**config.mk**
```make
export PLATFORM = sky130hd
export DESIGN_NAME = prescaled_timer
export DESIGN_NICKNAME = d
export VERILOG_FILES = /design/src/rtl/ptmr_pkg.sv /design/src/rtl/ptmr_prescaler.sv /design/src/rtl/ptmr_counter.sv /design/src/rtl/ptmr_compare.sv /design/src/rtl/ptmr_regs.sv /design/src/rtl/prescaled_timer.sv
export SDC_FILE = /design/constraint.sdc
export NUM_CORES = 1
export LEC_CHECK = 0
export ABC_AREA = 1
export ABC_CLOCK_PERIOD_IN_PS = 2940
export BUFFER_PORTS_ARGS = -buffer_cell sky130_fd_sc_hd__clkbuf_2
export CAP_MARGIN = 20
export CORE_ASPECT_RATIO = 0.5
export CORE_MARGIN = 4
export CORE_UTILIZATION = 30
export DETAILED_ROUTE_END_ITERATION = 10
export GPL_ROUTABILITY_DRIVEN = 0
export PLACE_DENSITY = 0.54
export SLEW_MARGIN = 0
export SYNTH_ARGS = -nofsm -noshare
export SYNTH_HDL_FRONTEND = slang
export SYNTH_HIERARCHICAL = 1
export SYNTH_SLANG_ARGS = --single-unit
```
**constraint.sdc**
```tcl
create_clock -name clk_i -period 2.94 [get_ports clk_i]
set_input_delay 0.441 -clock clk_i [delete_from_list [all_inputs] [get_ports clk_i]]
set_output_delay 0.441 -clock clk_i [all_outputs]
set_load 0.01 [all_outputs]
```
**src/rtl/ptmr_pkg.sv**
```systemverilog
package ptmr_pkg;
  localparam int unsigned ADDR_W = 6;
  localparam int unsigned CNT_W  = 32;

  typedef enum logic [1:0] {
    W16 = 2'd0,
    W8  = 2'd1,
    W24 = 2'd2,
    W32 = 2'd3
  } width_e;

  localparam logic [ADDR_W-1:0] A_START    = 6'h00;
  localparam logic [ADDR_W-1:0] A_STOP     = 6'h01;
  localparam logic [ADDR_W-1:0] A_CLEAR    = 6'h02;
  localparam logic [ADDR_W-1:0] A_COUNT    = 6'h03;
  localparam logic [ADDR_W-1:0] A_WIDTH    = 6'h04;
  localparam logic [ADDR_W-1:0] A_PRESC    = 6'h05;
  localparam logic [ADDR_W-1:0] A_IEN_SET  = 6'h08;
  localparam logic [ADDR_W-1:0] A_IEN_CLR  = 6'h09;
  localparam logic [ADDR_W-1:0] A_EVT_BASE = 6'h10;
  localparam logic [ADDR_W-1:0] A_CC_BASE  = 6'h18;

  function automatic logic [CNT_W-1:0] width_mask(width_e w);
    case (w)
      W8:      return 32'h0000_00FF;
      W16:     return 32'h0000_FFFF;
      W24:     return 32'h00FF_FFFF;
      default: return 32'hFFFF_FFFF;
    endcase
  endfunction
endpackage

```
**src/rtl/ptmr_prescaler.sv**
```systemverilog
module ptmr_prescaler #(
  parameter int unsigned PRE_MAX = 9,
  localparam int unsigned DIV_W = (PRE_MAX > 0) ? PRE_MAX : 1,
  localparam int unsigned PRE_W = $clog2(PRE_MAX + 1)
) (
  input  logic             clk_i,
  input  logic             rst_ni,
  input  logic             run_i,
  input  logic             clear_i,
  input  logic [PRE_W-1:0] presc_i,
  output logic             tick_o
);
  logic [DIV_W-1:0] div_q;
  logic [DIV_W:0]   span;
  logic [DIV_W-1:0] mask;

  assign span   = {{DIV_W{1'b0}}, 1'b1} << presc_i;
  assign mask   = DIV_W'(span - 1'b1);
  assign tick_o = run_i && ((div_q & mask) == mask);

  always_ff @(posedge clk_i or negedge rst_ni) begin
    if (!rst_ni)      div_q <= '0;
    else if (clear_i) div_q <= '0;
    else if (run_i)   div_q <= div_q + 1'b1;
  end
endmodule

```
**src/rtl/ptmr_counter.sv**
```systemverilog
module ptmr_counter
  import ptmr_pkg::*;
(
  input  logic             clk_i,
  input  logic             rst_ni,
  input  logic             start_i,
  input  logic             stop_i,
  input  logic             clear_i,
  input  logic             tick_i,
  input  logic [CNT_W-1:0] mask_i,
  output logic             run_o,
  output logic             step_o,
  output logic [CNT_W-1:0] nxt_o,
  output logic [CNT_W-1:0] cnt_o
);
  logic             run_q;
  logic [CNT_W-1:0] cnt_q;

  assign nxt_o  = (cnt_q + 1'b1) & mask_i;
  assign step_o = tick_i && !clear_i;
  assign run_o  = run_q;
  assign cnt_o  = cnt_q;

  always_ff @(posedge clk_i or negedge rst_ni) begin
    if (!rst_ni)      run_q <= 1'b0;
    else if (start_i) run_q <= 1'b1;
    else if (stop_i)  run_q <= 1'b0;
  end

  always_ff @(posedge clk_i or negedge rst_ni) begin
    if (!rst_ni)      cnt_q <= '0;
    else if (clear_i) cnt_q <= '0;
    else if (tick_i)  cnt_q <= nxt_o;
  end
endmodule

```
**src/rtl/ptmr_compare.sv**
```systemverilog
module ptmr_compare
  import ptmr_pkg::*;
#(
  parameter int unsigned NUM_CH = 4
) (
  input  logic                         clk_i,
  input  logic                         rst_ni,
  input  logic                         step_i,
  input  logic [CNT_W-1:0]             nxt_i,
  input  logic [CNT_W-1:0]             mask_i,
  input  logic [NUM_CH-1:0][CNT_W-1:0] cc_i,
  input  logic [NUM_CH-1:0]            clr_i,
  output logic [NUM_CH-1:0]            evt_o
);
  for (genvar i = 0; i < NUM_CH; i++) begin : g_ch
    logic hit;
    logic evt_q;
    assign hit = step_i && (nxt_i == (cc_i[i] & mask_i));
    // a hit in the same cycle as a software clear wins
    always_ff @(posedge clk_i or negedge rst_ni) begin
      if (!rst_ni)       evt_q <= 1'b0;
      else if (hit)      evt_q <= 1'b1;
      else if (clr_i[i]) evt_q <= 1'b0;
    end
    assign evt_o[i] = evt_q;
  end
endmodule

```
**src/rtl/ptmr_regs.sv**
```systemverilog
module ptmr_regs
  import ptmr_pkg::*;
#(
  parameter int unsigned NUM_CH  = 4,
  parameter int unsigned PRE_MAX = 9,
  localparam int unsigned PRE_W = $clog2(PRE_MAX + 1)
) (
  input  logic                         clk_i,
  input  logic                         rst_ni,
  input  logic                         req_i,
  input  logic                         we_i,
  input  logic [ADDR_W-1:0]            addr_i,
  input  logic [31:0]                  wdata_i,
  output logic [31:0]                  rdata_o,
  input  logic [CNT_W-1:0]             cnt_i,
  input  logic [NUM_CH-1:0]            evt_i,
  output logic                         start_o,
  output logic                         stop_o,
  output logic                         clear_o,
  output width_e                       width_o,
  output logic [PRE_W-1:0]             presc_o,
  output logic [NUM_CH-1:0]            ien_o,
  output logic [NUM_CH-1:0][CNT_W-1:0] cc_o,
  output logic [NUM_CH-1:0]            evt_clr_o
);
  logic                         wr;
  width_e                       width_q;
  logic [PRE_W-1:0]             presc_q;
  logic [NUM_CH-1:0]            ien_q;
  logic [NUM_CH-1:0][CNT_W-1:0] cc_q;

  assign wr      = req_i && we_i;
  assign start_o = wr && (addr_i == A_START) && wdata_i[0];
  assign stop_o  = wr && (addr_i == A_STOP)  && wdata_i[0];
  assign clear_o = wr && (addr_i == A_CLEAR) && wdata_i[0];

  always_ff @(posedge clk_i or negedge rst_ni) begin
    if (!rst_ni) begin
      width_q <= W16;
      presc_q <= '0;
      ien_q   <= '0;
    end else if (wr) begin
      case (addr_i)
        A_WIDTH:   width_q <= width_e'(wdata_i[1:0]);
        A_PRESC:   presc_q <= (wdata_i > 32'(PRE_MAX)) ? PRE_W'(PRE_MAX)
                                                        : wdata_i[PRE_W-1:0];
        A_IEN_SET: ien_q   <= ien_q | wdata_i[NUM_CH-1:0];
        A_IEN_CLR: ien_q   <= ien_q & ~wdata_i[NUM_CH-1:0];
        default: ;
      endcase
    end
  end

  for (genvar i = 0; i < NUM_CH; i++) begin : g_ch
    logic sel_cc;
    assign sel_cc = wr && (addr_i == A_CC_BASE + ADDR_W'(i));
    assign evt_clr_o[i] = wr && (addr_i == A_EVT_BASE + ADDR_W'(i)) && (wdata_i == '0);
    always_ff @(posedge clk_i or negedge rst_ni) begin
      if (!rst_ni)     cc_q[i] <= '0;
      else if (sel_cc) cc_q[i] <= wdata_i;
    end
  end

  always_comb begin
    rdata_o = '0;
    if (req_i && !we_i) begin
      case (addr_i)
        A_COUNT:              rdata_o = cnt_i;
        A_WIDTH:              rdata_o = 32'(width_q);
        A_PRESC:              rdata_o = 32'(presc_q);
        A_IEN_SET, A_IEN_CLR: rdata_o = 32'(ien_q);
        default: ;
      endcase
      for (int i = 0; i < NUM_CH; i++) begin
        if (addr_i == A_EVT_BASE + ADDR_W'(i)) rdata_o = {31'b0, evt_i[i]};
        if (addr_i == A_CC_BASE + ADDR_W'(i))  rdata_o = cc_q[i];
      end
    end
  end

  assign width_o = width_q;
  assign presc_o = presc_q;
  assign ien_o   = ien_q;
  assign cc_o    = cc_q;
endmodule

```
**src/rtl/prescaled_timer.sv**
```systemverilog
module prescaled_timer
  import ptmr_pkg::*;
#(
  parameter int unsigned NUM_CH  = 4,
  parameter int unsigned PRE_MAX = 9,
  localparam int unsigned PRE_W = $clog2(PRE_MAX + 1)
) (
  input  logic              clk_i,
  input  logic              rst_ni,
  input  logic              req_i,
  input  logic              we_i,
  input  logic [ADDR_W-1:0] addr_i,
  input  logic [31:0]       wdata_i,
  output logic [31:0]       rdata_o,
  output logic              irq_o
);
  logic                         start, stop, clear, tick, run, step;
  width_e                       width;
  logic [PRE_W-1:0]             presc;
  logic [NUM_CH-1:0]            ien, evt, evt_clr;
  logic [NUM_CH-1:0][CNT_W-1:0] cc;
  logic [CNT_W-1:0]             cnt, nxt, cnt_mask;

  assign cnt_mask = width_mask(width);

  ptmr_regs #(.NUM_CH(NUM_CH), .PRE_MAX(PRE_MAX)) u_regs (
    .clk_i, .rst_ni, .req_i, .we_i, .addr_i, .wdata_i, .rdata_o,
    .cnt_i(cnt), .evt_i(evt),
    .start_o(start), .stop_o(stop), .clear_o(clear),
    .width_o(width), .presc_o(presc), .ien_o(ien), .cc_o(cc),
    .evt_clr_o(evt_clr)
  );

  ptmr_prescaler #(.PRE_MAX(PRE_MAX)) u_presc (
    .clk_i, .rst_ni, .run_i(run), .clear_i(clear), .presc_i(presc), .tick_o(tick)
  );

  ptmr_counter u_cnt (
    .clk_i, .rst_ni, .start_i(start), .stop_i(stop), .clear_i(clear),
    .tick_i(tick), .mask_i(cnt_mask), .run_o(run), .step_o(step),
    .nxt_o(nxt), .cnt_o(cnt)
  );

  ptmr_compare #(.NUM_CH(NUM_CH)) u_cmp (
    .clk_i, .rst_ni, .step_i(step), .nxt_i(nxt), .mask_i(cnt_mask),
    .cc_i(cc), .clr_i(evt_clr), .evt_o(evt)
  );

  assign irq_o = |(evt & ien);
endmodule

```
==> results.cfg <==
[global_route]
grt.total_usage_pct = 18.3
grt_overflow_total = 0
grt_max_degree = 67
grt_pass1_wl_um = 66200
grt_pass1_vias = 11478
grt_antenna_before_repair = 0

[route]
via_per_inst = 4.87
first_pass_iters = 5
ant_nets = 0
vias = 12416
drc = 0
routed_wl_um = 41800
wl_per_cell_um = 16.4
drtIter0Drc = 1009

[yosys]
synthCells = 1898
synth_compound_area_share_pct = 11.8
async_flop_share_pct = 100
synth_top_family_by_area = simple AND/OR/NAND/NOR gates
netlist_area_um2 = 12500
yosysWarnings = 6
synth-main-ff-cell = dfrtp_1
synth_fa_ha_area_share_pct = 0.299
syn_avg_cell_area_um2 = 6.61
synth_xor_xnor_area_share_pct = 2.51
synth.top_cell.area_share_pct = 36.7
synth_area_leader_cell = dfrtp_1
synth_edf_count = 0
seq_area_frac_synth_pct = 36.7
synth_area_leaders = dfrtp_1, nand2_1, nand3_1
yosys.area_share.simple_pct = 39.0
synth-seq-cells = 184
muxShareOfSynthArea_pct = 0
yosysUniqueCellTypes = 50

[sta]
hold_viol_final = 0
min_period_ps = 2750
fmaxAchievable_ghz = 0.363
skew_ps = 17.8
fin_crit_sh_pct = 93.6
slew_violations = 0
worstMarginPinSlew_ps = 777
relSlewSlack_pct = 48.2
rsz0062_at_grt = false
setup-violations-final = 0
finalSetupTns_ps = 0

[floorplan]
die_w_um = 297
core_um2 = 40900
dieArea_um2 = 45400
rows = 52
start_util_pct = 30.7
die_y_um = 153
ios = 75

[cts]
h-tree-depth = 4
path_clk_slew_ps = 80
cts_buffers = 17
cts_tree = built
clock_path_buffers = 2
clkSinkCount = 184
clockRootBuffer = clkbuf_16
clk_latency_ps = 470

[critical_path]
crit_slowest_cell = dfrtp_1
arrival_ps = 3150
r2r_end = u_cmp/g_ch[2].evt_q
rr_startpoint = u_cnt/cnt_o[1]
cp.required_ps = 3330
cpLargestDelayFamily = simple AND/OR/NAND/NOR gates
crit_type = flip-flop to flip-flop
crit_path_cell_trace = ha_1, nand2_2, nor2_8, nand2_4, nor2_2, nand2_1, nand2_1, and3_1, inv_1, nand3_1, nand3_1, nor2_1, nand2_1, nor2_1, nand3_1, nand2_1
r2r_setup_slack_ps = 190
critPathBufInv = 1
r2r_cells = 16
end_kind = flip-flop
crit_fanout = 6
cp-start-kind = flip-flop
slowest_delay_ps = 420
crit_start = u_cnt/cnt_o[1]
crit_top_cell = nand2_1

[power_and_ir_drop]
power_density_nw_per_um2 = 544
power_w = 0.00777
leakage_nw = 7.09
peakVddDrop_mv = 0.252

[hold_path]
hold_path_class = input port to flip-flop
holdPathStages = 3
hold_start = wdata_i[3]

[placement]
hpwl_um = 30700
port_buffers = 74

[status]
status = complete, no violations

[job]
maxCapViolCount = 0

[cells_and_area]
most-common-layout-cells = nand2_1, inv_1, dfrtp_1, nand3_1, o21ai_0
syn2layout_area_growth_pct = 13.8
antenna_cells = 0
fillCellCount = 4490
fin_nets = 2041
final_common_cell = nand2_1
drive_gt1_share_pct = 10.9
-- cells in the mapped netlist (2+ instances only) --
cell,instances
nand2_1,697
inv_1,207
dfrtp_1,184
nand3_1,173
o21ai_0,134
nor2_1,127
o21ai_1,55
nand4_1,40
xor2_1,36
buf_2,30
a221o_1,19
clkbuf_1,18
nand2_2,16
a21oi_1,15
and3_1,15
nor2_2,15
nor3_1,15
inv_2,14
o22ai_1,12
buf_4,11
nor2_4,11
a221oi_1,9
nand2_4,4
buf_6,3
ha_1,3
nand3b_1,3
nor4_1,3
a221oi_2,2
clkinv_1,2
inv_4,2
nor2_8,2
o21bai_1,2
or2_2,2
-- routing by layer --
layer / track usage (%) / wire length, um / up-vias
li1: - / - / 6254
met2: 27.3 / 18000 / 314
met4: 3.92 / 508 / 0
met5: 0 / 0 / -
met3: 3.09 / 2340 / 35
met1: 27.5 / 21000 / 5813
-- cell families (layout without fill, tap and decap cells) --
| kind of cell | after synthesis | after routing |
|---|---|---|
| simple gates | 1128 | 1128 |
| fa+ha+maj | 3 | 3 |
| xor+xnor | 36 | 36 |
| compound gates | 256 | 256 |
| flops | 184 | 184 |
| other cells | 1 | 39 |
| buf+inv | 290 | 363 |
-- worst register-to-register path: stages, from the launching register on --
cell     delay [ps]
dfrtp_1         420
ha_1            210
nand2_2         120
nor2_8          160
nand2_4         110
nor2_2          180
nand2_1          80
nand2_1          70
and3_1          330
inv_1           150
nand3_1          90
nand3_1         140
nor2_1          140
nand2_1          70
nor2_1          230
nand3_1         120
nand2_1          70
-- report_power, final --
| group | switching [W] | internal (W) | total [W] |
|---|---|---|---|
| Combinational | 0.00146 | 0.000728 | 0.00219 |
| Sequential | 0.000412 | 0.00286 | 0.00327 |
| Clock | 0.00116 | 0.00114 | 0.00231 |
| Total | 0.00304 | 0.00473 | 0.00777 |
-- worst max-delay path by stage --
stage,endpoint,slack [ps],cells after the start
after global placement,u_cmp/g_ch[2].evt_q,-650,11
final,u_cmp/g_ch[2].evt_q,190,16
after CTS,u_cmp/g_ch[0].evt_q,120,17
after detailed placement,u_cmp/g_ch[2].evt_q,-580,11
after global routing,u_cmp/g_ch[1].evt_q,10,17
after floorplan,u_cmp/g_ch[0].evt_q,420,18
-- through the flow --
step	cells	worst slack (ps)	hold slack, ps	cell area [um2]	utilization (%)
final	2549	189	272	14300	34.9
after global routing	2549	10.7	278	14300	34.9
after CTS	2548	116	255	14300	34.9
after detailed placement	2515	-577	490	13700	33.4
after global placement	2515	-654	492	13700	33.4
after floorplan	1936	417	145	12700	-
-- cell type report --
cell class	instances	area (um2)	share of cell area, %
Multi-Input combinational cell	1462	6900	48.3
Sequential cell	184	4610	32.3
Clock inverter	14	133	0.929
Timing Repair Buffer	105	664	4.65
Tap cell	540	676	4.73
Inverter	226	858	6.01
Clock buffer	18	439	3.08
-- state kept, by name, summed over array words and instances (netlist names), named ones only --
| name | count |
|---|---|
| u_regs/cc_o | 128 |
| u_cnt/cnt_o | 32 |
| u_presc/div_q | 9 |
| u_cmp/g_ch.evt_q | 4 |
| u_regs/presc_o | 4 |
| u_regs/width_o | 2 |
| u_cnt/run_o | 1 |
-- what timing repair did --
item,in CTS,in global routing
hold buffers,1,0
pin swaps,0,1
gates resized for setup,2,4
hold endpoints to repair,53,0
setup endpoints to repair,2,4
buffers inserted,0,1
Note: power is estimated with default switching activity, not from simulation.
